==> src/rtl/mxs_pkg.sv <==
package mxs_pkg;

    // Output-register occupancy machine
    typedef enum logic {
        OUT_IDLE = 1'b0,
        OUT_LIVE = 1'b1
    } out_state_e;

    // Operand index for the widening stage
    localparam int unsigned OPND_A = 0;
    localparam int unsigned OPND_B = 1;
    localparam int unsigned OPND_N = 2;

endpackage

==> src/rtl/mxs_widen.sv <==
// Widens one operand by one bit: sign copy when signed, zero when unsigned.
module mxs_widen #(
    parameter int unsigned W = 16
) (
    input  logic [W-1:0] op_i,
    input  logic         sgn_i,
    output logic [W:0]   wide_o
);
    logic top_bit;

    always_comb begin
        top_bit = sgn_i & op_i[W-1];
        wide_o  = {top_bit, op_i};
    end
endmodule

==> src/rtl/mxs_array.sv <==
// One (W+1)x(W+1) two's-complement array serving all sign combinations.
module mxs_array #(
    parameter int unsigned W = 16
) (
    input  logic [W:0]     a_w_i,
    input  logic [W:0]     b_w_i,
    output logic [2*W-1:0] prod_o
);
    localparam int unsigned EW = W + 1;
    localparam int unsigned FW = 2 * EW;
    localparam int unsigned PW = 2 * W;

    logic signed [FW-1:0] full;

    always_comb begin
        full   = $signed(a_w_i) * $signed(b_w_i);
        prod_o = full[PW-1:0];
    end

    // widened operands lie in [-2^(W-1), 2^W-1], so the two spare
    // top bits of the full product always agree; nothing is lost.
    always_comb begin
        spare_bits_chk: assert (full[FW-1] == full[FW-2])
            else $error("spare product bits disagree");
    end
endmodule

==> src/rtl/mxs_mul.sv <==
module mxs_mul #(
    parameter int unsigned W = 16
) (
    input  logic           clk,
    input  logic           rst,
    input  logic           vld_i,
    input  logic [W-1:0]   a_i,
    input  logic [W-1:0]   b_i,
    input  logic           a_sgn_i,
    input  logic           b_sgn_i,
    output logic [2*W-1:0] prod_o,
    output logic           vld_o
);
    import mxs_pkg::*;

    localparam int unsigned EW = W + 1;
    localparam int unsigned PW = 2 * W;

    logic [W-1:0]  opnd   [OPND_N];
    logic          opsgn  [OPND_N];
    logic [EW-1:0] wide   [OPND_N];
    logic [PW-1:0] comb_prod;

    out_state_e state_q, state_d;
    logic [PW-1:0] prod_q;

    always_comb begin
        opnd[OPND_A]  = a_i;
        opnd[OPND_B]  = b_i;
        opsgn[OPND_A] = a_sgn_i;
        opsgn[OPND_B] = b_sgn_i;
    end

    for (genvar g = 0; g < OPND_N; g++) begin : g_widen
        mxs_widen #(.W(W)) u_widen (
            .op_i   (opnd[g]),
            .sgn_i  (opsgn[g]),
            .wide_o (wide[g])
        );
    end

    mxs_array #(.W(W)) u_array (
        .a_w_i  (wide[OPND_A]),
        .b_w_i  (wide[OPND_B]),
        .prod_o (comb_prod)
    );

    // Next-state logic
    always_comb begin
        state_d = state_q;
        unique case (state_q)
            OUT_IDLE: if (vld_i)  state_d = OUT_LIVE;
            OUT_LIVE: if (!vld_i) state_d = OUT_IDLE;
            default:              state_d = OUT_IDLE;
        endcase
    end

    // State register
    always_ff @(posedge clk) begin
        if (rst) state_q <= OUT_IDLE;
        else     state_q <= state_d;
    end

    // Result register
    always_ff @(posedge clk) begin
        if (rst)        prod_q <= '0;
        else if (vld_i) prod_q <= comb_prod;
    end

    always_comb begin
        prod_o = prod_q;
        vld_o  = (state_q == OUT_LIVE);
    end


    rst_clear_chk: assert property (@(posedge clk)
        rst |=> (prod_o == '0 && !vld_o));


    vld_rise_chk: assert property (@(posedge clk) disable iff (rst)
        vld_i |=> vld_o);


    vld_drop_chk: assert property (@(posedge clk) disable iff (rst)
        !vld_i |=> !vld_o);


    hold_chk: assert property (@(posedge clk) disable iff (rst)
        !vld_i |=> $stable(prod_o));


    zero_chk: assert property (@(posedge clk) disable iff (rst)
        (vld_i && (a_i == '0 || b_i == '0)) |=> (prod_o == '0));


    signed_sign_chk: assert property (@(posedge clk) disable iff (rst)
        (vld_i && a_sgn_i && b_sgn_i && a_i != '0 && b_i != '0)
        |=> (prod_o[PW-1] == ($past(a_i[W-1]) ^ $past(b_i[W-1]))));


    mixed_a_sign_chk: assert property (@(posedge clk) disable iff (rst)
        (vld_i && a_sgn_i && !b_sgn_i && a_i != '0 && b_i != '0)
        |=> (prod_o[PW-1] == $past(a_i[W-1])));


    mixed_b_sign_chk: assert property (@(posedge clk) disable iff (rst)
        (vld_i && !a_sgn_i && b_sgn_i && a_i != '0 && b_i != '0)
        |=> (prod_o[PW-1] == $past(b_i[W-1])));
endmodule

==> config.mk <==
export PLATFORM = sky130hd
export DESIGN_NAME = mxs_mul
export DESIGN_NICKNAME = d
export VERILOG_FILES = /design/src/rtl/mxs_pkg.sv /design/src/rtl/mxs_widen.sv /design/src/rtl/mxs_array.sv /design/src/rtl/mxs_mul.sv
export SDC_FILE = /design/constraint.sdc
export NUM_CORES = 1
export LEC_CHECK = 0
export BUFFER_PORTS_ARGS = -buffer_cell sky130_fd_sc_hd__buf_2
export CORE_MARGIN = 2
export CORE_UTILIZATION = 40
export CTS_CLUSTER_DIAMETER = 120
export DETAILED_ROUTE_END_ITERATION = 8
export GPL_TIMING_DRIVEN = 0
export HOLD_SLACK_MARGIN = 0.03
export RECOVER_POWER = 50
export SYNTH_ARGS = -nofsm -noshare
export SYNTH_HDL_FRONTEND = slang
export SYNTH_SLANG_ARGS = --single-unit
==> constraint.sdc <==
create_clock -name clk -period 8.1 [get_ports clk]
set_input_delay 1.215 -clock clk [delete_from_list [all_inputs] [get_ports clk]]
set_output_delay 1.215 -clock clk [all_outputs]
set_load 0.02 [all_outputs]
Word-level counts from Yosys, hierarchy flattened
Cells that the tools add are included.

word-level totals
  register bits = 33
  input port bits = 37
  word-level logic and storage cells = 6

cells by class
  multiply operators = 1
  multiplexer cells = 1
  bitwise operators = 2

operators by type and width
  operator                                        number
  17-bit by 17-bit multiplier with 32-bit output  1
  1-bit bitwise AND                               2
  1-bit two-way mux                               1

Logic depth before layout (Yosys ltp)
  depth after elaboration = 2
  gate-level depth with buffers = 24

Cells and area by module
Synthesis repeated with hierarchy kept, for this count alone.

second synthesis, totals
  cell total of the unflattened synthesis = 1,283
  area total of the unflattened synthesis = 11,911.4 um^2

modules (own cells, without submodules)
  module     times used  cells an instance  area each (um^2)  seq. area each (um^2)
  mxs_array  1           1,141              10,441.3          0.0
  mxs_mul    1           106                1,202.4           660.6
  mxs_widen  2           18                 133.9             0.0

Worst setup path after synthesis
Ideal clock, no wire load.

  kind = in2reg
  start point = in a_i[15]
  end point = reg prod_q[31], in the netlist prod_o[31]
  library setup time = 91 ps
  arrival = 6,787 ps
  data required time = 8,009 ps
  slack = 1,222 ps
  stages = 24
  buffers on the path = 2
  cell sequence = buf_2 and2_0 clkbuf_1 nand2_1 inv_1 fa_1 inv_1 fa_1 inv_1 fa_1 fa_1 fa_1 inv_1 fa_1 inv_1 ha_1 a21o_1 a21o_1 a21oi_1 nand2_1 o21ai_4 a21oi_2 or3_1 a311oi_1

on the way
  word-level cells in the longest chain between the ends = 2

RTL lines
  element                                             line             source
  start, declared                                     mxs_mul.sv:7     input logic [W-1:0] a_i,
  1-bit bitwise AND                                   mxs_widen.sv:12  top_bit = sgn_i & op_i[W-1];
  17-bit by 17-bit multiplier with 32-bit output (*)  mxs_array.sv:16  full = $signed(a_w_i) * $signed(b_w_i);
  end signal, assigned                                mxs_mul.sv:67    else if (vld_i) prod_q <= comb_prod;
  end, declared                                       mxs_mul.sv:25    logic [PW-1:0] prod_q;

Mark *: on every way between the ends. The rest lies on a longest branch, timed or not.
A chain may end at the register's enable or synchronous reset.

Worst setup path after layout
  start point = in b_i[6]
  end point = reg prod_q[30], in the netlist prod_o[30]

on the way
  word-level cells in the longest chain between the ends = 1

RTL lines
  element                                         line             source
  start, declared                                 mxs_mul.sv:8     input logic [W-1:0] b_i,
  17-bit by 17-bit multiplier with 32-bit output  mxs_array.sv:16

No other way between the ends.

==> metrics <==
Seq cells post-synth=33; initial antenna violation count=0; nets@finish=1761; Synth Flop Type=dfxtp_1; FF+latch area=661 um^2; Max Cap Violations=0; hold_buf cts=0; Pre-antenna DRT Iters=5; TritonCTS clock tree=yes; CORE AREA=28800 um^2; Area Growth Syn to Fin=8.07%; CP dominant cell by count=fa_1; CTS root buffer=clkbuf_16; # IOs=70; RSZ-0062 raised after global routing=no; Starting Density=40.8%; min Tclk post-route=7.70 ns; Critical Path Sink Type=flip-flop; Post-synth EDFFs=0; max-slew violations=0; Worst-Margin Slew=0.809 ns; Clock Tree Buf Depth=2; kind of critical path=primary input to flip-flop; share of the yosys chip area belonging to registers=5.63%; CTS Buf Count=5; Syn Nets=1692; drt total wl=31000 um; Die Span X=175 um; DP HPWL=26200 um; DRC violations left=0; total negative slack=0 ns; H-tree Lvls=2; Min-Delay Path Class=flip-flop to flip-flop; Worst Skew=0 ns; Fillers=2907; crit-path max FO=10; Req. time, crit path=8.26 ns; Via density=4.97; Synth Area per Inst=9.09 um^2; RePlAce Congestion=0.905; multi-input logic area=9660 um^2; die footprint=30700 um^2; CP cell instances=clkbuf_1, clkbuf_1, nand2_1, fa_1, inv_1, fa_1, inv_1, fa_1, inv_1, fa_1, fa_1, inv_1, fa_1, inv_1, ha_1, o21ai_0, o21ai_0, a211o_1, o31ai_4, o2111ai_1, o21ai_0, xor2_1, a211oi_1; Core Rows=62; total number of vias=8669; final period utilization=95.1%; clk_lat worst skew=0.29 ns; Vert. Die Dim=175 um; I/O Buffers=62; relative slew slack=46.1%; CP Data Arrival Time=7.86 ns; async set-or-reset flop fraction in the synthesized netlist=0%; status=finished, final reports clean; CP peak stage delay=0.61 ns; startpoint types=primary input; Cell Area, Synth=11700 um^2; Top delay family on crit path=adder cells; final-report hold violation count=0; share of cells above drive strength 1=4.11%; gr ovfl total=0; largest net degree at the start of global routing=13; global-route wire length before repair=49400 um; vias in the first global route=9221; Yosys warnings=0; GRT Total Usage=21.1%; setup violators final=0; CP Buf/Inv Count=7; slowest CP cell=clkbuf_1; clk slew on worst S/H paths=0.06 ns; Clock Sinks=33; post-DR wirelength/cell=17.7 um; fmax=130 MHz; Final Core Density=44.1%; distinct cell type count after synthesis=53; Mapped Cells=1291; Detail Route Antenna Nets=0; drt first-iter violations=424
[kinds of logic after synthesis]
| group | Yosys count | share of synthesized area [%] |
|---|---|---|
| buffers and inverters | 376 | 12.0 |
| and+or+nand+nor | 369 | 15.5 |
| adders and majority gates | 364 | 56.9 |
| AOI/OAI and AO/OA | 95 | 5.74 |
| xor gates and xnor gates | 35 | 2.61 |
| DFF | 33 | 5.63 |
| muxes | 19 | 1.62 |
[cell usage in the layout, fill, tap and decap left out, types with 19 or more instances in the layout]
master and count:
nor2_1 44, buf_2 30, inv_1 325, dfxtp_1 33
nand2_1 153, a21oi_1 23, fa_1 282, clkbuf_1 81
xnor2_1 23, mux2i_1 19, and2_1 129, ha_1 82
[path summary, 6_finish.rpt]
| path | from | to | slack (ns) | depth (start not counted) |
|---|---|---|---|---|
| worst max register to register | prod_o[29] | prod_o[29] | 7.29 | 3 |
| worst max-delay path | b_i[6] | prod_o[30] | 0.40 | 23 |
| worst min-delay path | prod_o[21] | prod_o[21] | 0.47 | 2 |
| worst min register to register | prod_o[21] | prod_o[21] | 0.47 | 2 |
[synthesized netlist by cell type (2+ instances only)]
cell | n | area (um^2)
nand2_1 | 153 | 574
mux2i_1 | 19 | 190
xor2_1 | 12 | 105
dfxtp_1 | 33 | 661
nor2_1 | 44 | 165
nand2b_1 | 8 | 50.1
or2_2 | 6 | 37.5
o21ai_0 | 12 | 60.1
o21a_1 | 7 | 52.6
o21bai_1 | 5 | 37.5
o22ai_1 | 3 | 18.8
nor3b_1 | 4 | 30.0
nand3_1 | 5 | 25.0
a21oi_1 | 23 | 115
o21ai_1 | 3 | 15.0
a21o_2 | 2 | 17.5
xnor2_1 | 23 | 201
and3_1 | 9 | 56.3
a211o_1 | 3 | 26.3
a211oi_1 | 6 | 45.0
fa_1 | 282 | 5650
nor3_1 | 3 | 15.0
a31oi_1 | 2 | 12.5
inv_1 | 325 | 1220
ha_1 | 82 | 1030
o211ai_1 | 4 | 30.0
and2_1 | 129 | 807
clkbuf_1 | 49 | 184
a21oi_2 | 3 | 26.3
a21o_1 | 9 | 67.6
[stage by stage]
stage	instance area (um^2)	setup slack [ns]	cells	hold WS [ns]
after floorplan	11700	1.22	1291	0.543
after global placement	12500	0.167	1737	0.454
after detailed placement	12500	0.131	1737	0.465
after CTS	12700	0.446	1745	0.473
after global routing	12700	0.0133	1745	0.487
final	12700	0.396	1746	0.474
[state kept, by name (all words and copies together) (netlist names)]
register	flops
prod_o	32
vld_o	1
[what timing repair did]
item                                    in CTS  in global routing
gates resized for setup                      0                  2
buffers inserted                             0                  0
endpoints found under the setup margin       0                  1
[per-layer routing]
| metal | up-vias | part of all wire, % | GRT usage, % |
|---|---|---|---|
| met1 | 4459 | 43 | 27.7 |
| li1 | 3917 | - | - |
| met2 | 232 | 49 | 35.8 |
| met5 | - | 0 | 0 |
| met3 | 61 | 5.7 | 3.92 |
| met4 | 0 | 3.0 | 5.90 |
[cell type report]
type                       count  share of cell area [%]
multi-input combinational    882                    76.2
inverter                     325                    9.62
sequential                    33                    5.21
tap                          384                    3.79
timing repair buffer          62                    2.12
buffer                        51                    1.53
clock buffer                   5                   0.987
clock inverter                 3                   0.543
antenna                        1                  0.0197
[worst reg2reg max path, stage by stage (launching register included)]
cell and delay [ns]:
dfxtp_1 0.31, nor3b_1 0.13, a31oi_1 0.15, o211ai_1 0.10
Power is left out: the tool's default activity adds up to more than one toggle a clock period on the data nets, which glitch-free logic cannot reach.
